### config.mk
export PLATFORM = sky130hd
export DESIGN_NAME = scan_adc_seq
export DESIGN_NICKNAME = d
export VERILOG_FILES = /design/src/rtl/scan_seq_pkg.sv /design/src/rtl/scan_ctrl_regs.sv /design/src/rtl/scan_sequencer.sv /design/src/rtl/scan_result_bank.sv /design/src/rtl/scan_adc_seq.sv
export SDC_FILE = /design/constraint.sdc
export NUM_CORES = 1
export LEC_CHECK = 0
export ABC_AREA = 1
export BUFFER_PORTS_ARGS = -buffer_cell sky130_fd_sc_hd__buf_4
export CORE_UTILIZATION = 30
export DETAILED_ROUTE_END_ITERATION = 8
export PLACE_DENSITY = 0.44
export RECOVER_POWER = 50
export SLEW_MARGIN = 10
export SYNTH_ARGS = -nofsm -noshare
export SYNTH_HDL_FRONTEND = slang
export SYNTH_SLANG_ARGS = --single-unit
### constraint.sdc
create_clock -name clk -period 3.59 [get_ports clk]
set_input_delay 0.718 -clock clk [delete_from_list [all_inputs] [get_ports clk]]
set_output_delay 0.718 -clock clk [all_outputs]
set_load 0.01 [all_outputs]
### src/rtl/scan_seq_pkg.sv
package scan_seq_pkg;
  typedef enum logic [1:0] {
    SQ_IDLE  = 2'd0,
    SQ_ISSUE = 2'd1,
    SQ_WAIT  = 2'd2
  } sq_state_t;
endpackage

### src/rtl/scan_ctrl_regs.sv
module scan_ctrl_regs #(
  parameter int CNT_W  = 2,
  parameter int GSEL_W = 1
) (
  input  logic              clk,
  input  logic              rst_n,
  input  logic              cfg_we,
  input  logic              cfg_start,
  input  logic [GSEL_W-1:0] cfg_group,
  input  logic [CNT_W-1:0]  cfg_count,
  input  logic              cfg_ie,
  input  logic              trig_in,
  input  logic              flag_clr,
  input  logic              pass_end,
  output logic              run_q,
  output logic [GSEL_W-1:0] grp_q,
  output logic [CNT_W-1:0]  cnt_q,
  output logic              ie_q,
  output logic              flag_q,
  output logic              stop_now
);
  // a write with the run bit low halts the sequencer in this very cycle
  assign stop_now = cfg_we && !cfg_start;

  always_ff @(posedge clk or negedge rst_n) begin
    if (!rst_n) begin
      run_q <= 1'b0;
      grp_q <= '0;
      cnt_q <= '0;
      ie_q  <= 1'b0;
    end else if (cfg_we) begin
      run_q <= cfg_start;
      grp_q <= cfg_group;
      cnt_q <= cfg_count;
      ie_q  <= cfg_ie;
    end else if (trig_in) begin
      run_q <= 1'b1;
    end
  end

  always_ff @(posedge clk or negedge rst_n) begin
    if (!rst_n)        flag_q <= 1'b0;
    else if (pass_end) flag_q <= 1'b1;
    else if (flag_clr) flag_q <= 1'b0;
  end
endmodule

### src/rtl/scan_sequencer.sv
module scan_sequencer
  import scan_seq_pkg::*;
#(
  parameter int CNT_W  = 2,
  parameter int GSEL_W = 1,
  localparam int CH_W  = GSEL_W + CNT_W
) (
  input  logic              clk,
  input  logic              rst_n,
  input  logic              run_q,
  input  logic              stop_now,
  input  logic [GSEL_W-1:0] grp_q,
  input  logic [CNT_W-1:0]  cnt_q,
  input  logic              conv_done,
  output logic              conv_start,
  output logic [CH_W-1:0]   conv_ch,
  output logic              wr_en,
  output logic [CH_W-1:0]   wr_ch,
  output logic              pass_end
);
  sq_state_t        state;
  logic [CNT_W-1:0] idx;
  logic [CH_W-1:0]  cur_ch;
  logic             last;

  assign last       = (idx == cnt_q);
  assign conv_start = (state == SQ_ISSUE);
  assign conv_ch    = {grp_q, idx};
  assign wr_en      = (state == SQ_WAIT) && conv_done && run_q && !stop_now;
  assign wr_ch      = cur_ch;
  assign pass_end   = wr_en && last;

  always_ff @(posedge clk or negedge rst_n) begin
    if (!rst_n) begin
      state  <= SQ_IDLE;
      idx    <= '0;
      cur_ch <= '0;
    end else if (!run_q || stop_now) begin
      state <= SQ_IDLE;
      idx   <= '0;
    end else begin
      unique case (state)
        SQ_IDLE: begin
          state <= SQ_ISSUE;
          idx   <= '0;
        end
        SQ_ISSUE: begin
          cur_ch <= conv_ch;
          state  <= SQ_WAIT;
        end
        SQ_WAIT: begin
          if (conv_done) begin
            state <= SQ_ISSUE;
            idx   <= last ? '0 : idx + 1'b1;
          end
        end
        default: state <= SQ_IDLE;
      endcase
    end
  end
endmodule

### src/rtl/scan_result_bank.sv
module scan_result_bank #(
  parameter int NUM_CH = 8,
  parameter int RES_W  = 10,
  localparam int CH_W  = $clog2(NUM_CH)
) (
  input  logic             clk,
  input  logic             rst_n,
  input  logic             wr_en,
  input  logic [CH_W-1:0]  wr_ch,
  input  logic [RES_W-1:0] wr_data,
  input  logic [CH_W-1:0]  rd_ch,
  output logic [RES_W-1:0] rd_data
);
  logic [RES_W-1:0] bank [NUM_CH];

  for (genvar g = 0; g < NUM_CH; g++) begin : g_slot
    always_ff @(posedge clk or negedge rst_n) begin
      if (!rst_n)                             bank[g] <= '0;
      else if (wr_en && wr_ch == CH_W'(g))    bank[g] <= wr_data;
    end
  end

  assign rd_data = bank[rd_ch];
endmodule

### src/rtl/scan_adc_seq.sv
module scan_adc_seq #(
  parameter int NUM_GRP = 2,
  parameter int CNT_W   = 2,
  parameter int RES_W   = 10,
  localparam int GSEL_W = (NUM_GRP > 1) ? $clog2(NUM_GRP) : 1,
  localparam int CH_W   = GSEL_W + CNT_W,
  localparam int NUM_CH = 1 << CH_W
) (
  input  logic              clk,
  input  logic              rst_n,
  input  logic              cfg_we,
  input  logic              cfg_start,
  input  logic [GSEL_W-1:0] cfg_group,
  input  logic [CNT_W-1:0]  cfg_count,
  input  logic              cfg_ie,
  input  logic              trig_in,
  input  logic              flag_clr,
  output logic              running,
  output logic              end_flag,
  output logic              irq,
  output logic              conv_start,
  output logic [CH_W-1:0]   conv_ch,
  input  logic              conv_done,
  input  logic [RES_W-1:0]  conv_data,
  input  logic [CH_W-1:0]   rd_ch,
  output logic [RES_W-1:0]  rd_data
);
  logic              run_q, ie_q, stop_now, pass_end, wr_en;
  logic [GSEL_W-1:0] grp_q;
  logic [CNT_W-1:0]  cnt_q;
  logic [CH_W-1:0]   wr_ch;

  scan_ctrl_regs #(.CNT_W(CNT_W), .GSEL_W(GSEL_W)) u_regs (
    .clk(clk), .rst_n(rst_n), .cfg_we(cfg_we), .cfg_start(cfg_start),
    .cfg_group(cfg_group), .cfg_count(cfg_count), .cfg_ie(cfg_ie),
    .trig_in(trig_in), .flag_clr(flag_clr), .pass_end(pass_end),
    .run_q(run_q), .grp_q(grp_q), .cnt_q(cnt_q), .ie_q(ie_q),
    .flag_q(end_flag), .stop_now(stop_now)
  );

  scan_sequencer #(.CNT_W(CNT_W), .GSEL_W(GSEL_W)) u_seq (
    .clk(clk), .rst_n(rst_n), .run_q(run_q), .stop_now(stop_now),
    .grp_q(grp_q), .cnt_q(cnt_q), .conv_done(conv_done),
    .conv_start(conv_start), .conv_ch(conv_ch), .wr_en(wr_en),
    .wr_ch(wr_ch), .pass_end(pass_end)
  );

  scan_result_bank #(.NUM_CH(NUM_CH), .RES_W(RES_W)) u_bank (
    .clk(clk), .rst_n(rst_n), .wr_en(wr_en), .wr_ch(wr_ch),
    .wr_data(conv_data), .rd_ch(rd_ch), .rd_data(rd_data)
  );

  assign running = run_q;
  assign irq     = end_flag && ie_q;
endmodule

==> run_results.csv <==
group,metric,value,unit
run_status,status,"finished, violations left",
run_status,violations,"design-rule violations, max-capacitance violations, max-slew violations",
sta,hold_viol_final,0,
clock_tree,cts_root_buf,"clkbuf_16",
clock_tree,cts_buffers,9,
cells_and_area,layout_commonest_cell,"nand2_1",
setup_path,cp_common_cell,"buf_4",
worst_hold_path,hp-class,"flip-flop to flip-flop",
detailed_routing,routed_wl,14400,um
floorplanning,rows,44,
detailed_routing,met3RoutedLength,682,um
synth,postSynthCellCount,612,
clock_tree,postCtsResizedCells,0,
cells_and_area,layout_common_cells,"nand2_1, dfrtp_1, nand3_1",
synth,syn_area_per_cell,7.46,um2
floorplanning,io_pins,41,
detailed_routing,wl_met2,6850,um
sta,worst_pin_slew,1.62,ns
placed_design,dpl.cell_count,807,
power,pwr-share-comb,0.251,
sta,period_share,0.801,
placed_design,io_buffers,40,
global_routing,gr-total-overflow,0,
power,internal_power,2.03,mW
global_routing,grt_pass1_vias,3832,
synth,synth_warnings,0,
detailed_routing,dr_total_vias,4077,
setup_path,cp_top_family,"buffers and inverters",
sta,setup_violations,0,
synth,yosysSeqAreaShare,0.510,
floorplanning,die_h,125,um
power,leakage,2.77,nW
placed_design,hpwl,9230,um
power,ir_drop,0.285,mV
power,switching_power,1.07,mW
floorplanning,fp.dieArea,15700,um2
synth,synth_nets,636,
sta,setup_tns,0,ns
power,switching_share,0.346,
setup_path,cp_slowest_cell,"inv_1",
cells_and_area,num-nets-final,658,
synth,synth_seq_cells,93,
setup_path,path_class,"input port to output pin",
power,pwr_density_cell,590,nW/um2
clock_tree,clk_pin_slew_worst_paths,0.07,ns
setup_path,required,2.87,ns
sta,maxSlewHeadroom,-0.0788,
setup_path,crit_path_end_kind,"output pin",
detailed_routing,firstDrtPassIters,7,
clock_tree,clkLatencyLatePin,0.35,ns
detailed_routing,drtIter0Drc,382,
power,p_seq_frac,0.467,
floorplanning,start_util,0.310,
clock_tree,cts_tree,"built",
clock_tree,postCtsSetupRepairBufs,0,
setup_path,cp_max_fo,24,
global_routing,gr-usage-all-layers,0.191,
floorplanning,die_w,125,um
sta,rsz0062_at_grt,"no",
cells_and_area,n_antenna_cell,0,
sta,fin_crit,2.88,ns
global_routing,grt_max_degree,90,
clock_tree,clockBufferDepth,2,
setup_path,path_cells,"buf_4 > inv_1 > buf_4 > nor2_1 > o21ai_0 > nand2_1 > nand2_1 > buf_4",
clock_tree,htree_levels,3,
setup_path,critPathLaunchType,"input port",
cells_and_area,layout-drive-gt1-share,0.116,
floorplanning,core_area,14700,um2
synth,netlist_area,4560,um2
setup_path,crit_buf_inv,4,
sta,fmax,348,MHz
detailed_routing,wl_per_cell,17.5,um
detailed_routing,top_layer,"met4",
detailed_routing,drc,3,
clock_tree,cts_sinks,93,
sta,drv_slew,61,
clock_tree,cts_hold_buffers,0,
setup_path,max_stage_delay,0.36,ns
global_routing,antenna_found_initial,0,
detailed_routing,met1_length,6780,um
cells_and_area,final_cell_count_no_fill,822,
detailed_routing,viasPerCell,4.96,
detailed_routing,drtAntennaViolNets,0,
power,p_clk_frac,0.282,
setup_path,cp_data_arrival_time,2.16,ns
sta,finalClockSkew,0.00577,ns
synth,yosys.cell_types.count,21,
flow_run,maxCapViolCount,1,
placed_design,gp_congestion,0.786,
cells_and_area,syn2layout_area_growth,15.0,%
global_routing,grt_pass1_wl,22500,um
[area by class of cell]
cell class	count	area (um2)
Clock inverter	5	28.8
Multi-Input combinational cell	459	1970
Clock buffer	10	229
Timing Repair Buffer	53	397
Fill cell	1552	9450
Inverter	18	67.6
Tap cell	184	230
Sequential cell	93	2330
[kinds of logic (layout without fill, tap and decap cells)]
logic type / count (synthesis) / after routing / synth area share
compound gates: 72 / 72 / 0.0795
buf+inv: 60 / 86 / 0.0573
flops: 93 / 93 / 0.510
mux: 1 / 1 / 0.00247
simple gates: 386 / 386 / 0.351
[power by group through the flow]
stage | combinational [mW] | clock [mW] | sequential (mW)
after floorplan | 0.502 | 0 | 1.42
after detailed placement | 0.787 | 0 | 1.47
final | 0.777 | 0.874 | 1.45
after global routing | 0.883 | 0.937 | 1.48
after CTS | 0.787 | 0.904 | 1.45
after global placement | 0.777 | 0 | 1.46
[synth_stat cells]
cell      instances  share of area
nor3_1            8         0.0088
nand3_1          81          0.089
o21ai_1           5         0.0055
clkinv_1          1        0.00082
nand2_1         216           0.18
mux2_2            1         0.0025
o31ai_1           1         0.0016
o21ai_0          64          0.070
dfrtp_1          93           0.51
inv_1            17          0.014
nand2_2          10          0.014
buf_1             2         0.0016
buf_4             2         0.0033
clkbuf_2         10          0.011
nor3_4            1         0.0036
nand4_1           1         0.0014
buf_6             1         0.0025
a21oi_1           2         0.0022
buf_2             7         0.0077
clkbuf_1         20          0.016
nor2_1           69          0.057
[worst min-delay path, stage by stage (launching register included)]
cell     delay, ns
dfrtp_1       0.34
nand2_1       0.05
nand2_1       0.05
[metal layers]
metal / vias up / global-route usage
met5: - / 0
met4: 0 / 0.0344
met3: 7 / 0.0471
met2: 90 / 0.307
met1: 1973 / 0.263
li1: 2007 / -
[worst paths after layout]
path                                       from  cells past startpoint  slack [ns]         endpoint
worst max-delay path                   rd_ch[0]                      8        0.71       rd_data[4]
worst min-delay path            u_bank.bank[65]                      2        0.47  u_bank.bank[65]
worst max register to register   u_seq.state[0]                      7        1.79  u_bank.bank[17]
worst min register to register  u_bank.bank[65]                      2        0.47  u_bank.bank[65]
max in group asynchronous                 rst_n                      2        1.15   u_bank.bank[3]
min in group asynchronous                 rst_n                      1        0.76  u_bank.bank[42]
[per-stage QoR]
| step | hold slack [ns] | cell area, um2 | total power [mW] | utilization | worst slack (ns) |
|---|---|---|---|---|---|
| final | 0.465 | 5250 | 3.10 | 0.357 | 0.714 |
| after CTS | 0.470 | 5270 | 3.14 | 0.358 | 0.717 |
| after global placement | 0.449 | 5010 | 2.24 | 0.341 | 0.753 |
| after detailed placement | 0.453 | 5010 | 2.25 | 0.341 | 0.761 |
| after global routing | 0.484 | 5250 | 3.30 | 0.357 | 0.616 |
| after floorplan | 0.422 | 4560 | 1.93 | - | 1.44 |
[state kept, by name (all words and copies together), names as in the netlist]
name           cells
u_seq.state        2
u_regs.grp_q       1
u_regs.cnt_q       2
u_regs.ie_q        1
u_regs.flag_q      1
u_seq.wr_ch        3
u_regs.run_q       1
u_bank.bank       80
u_seq.idx          2
Power figures use the tool's default switching activity.
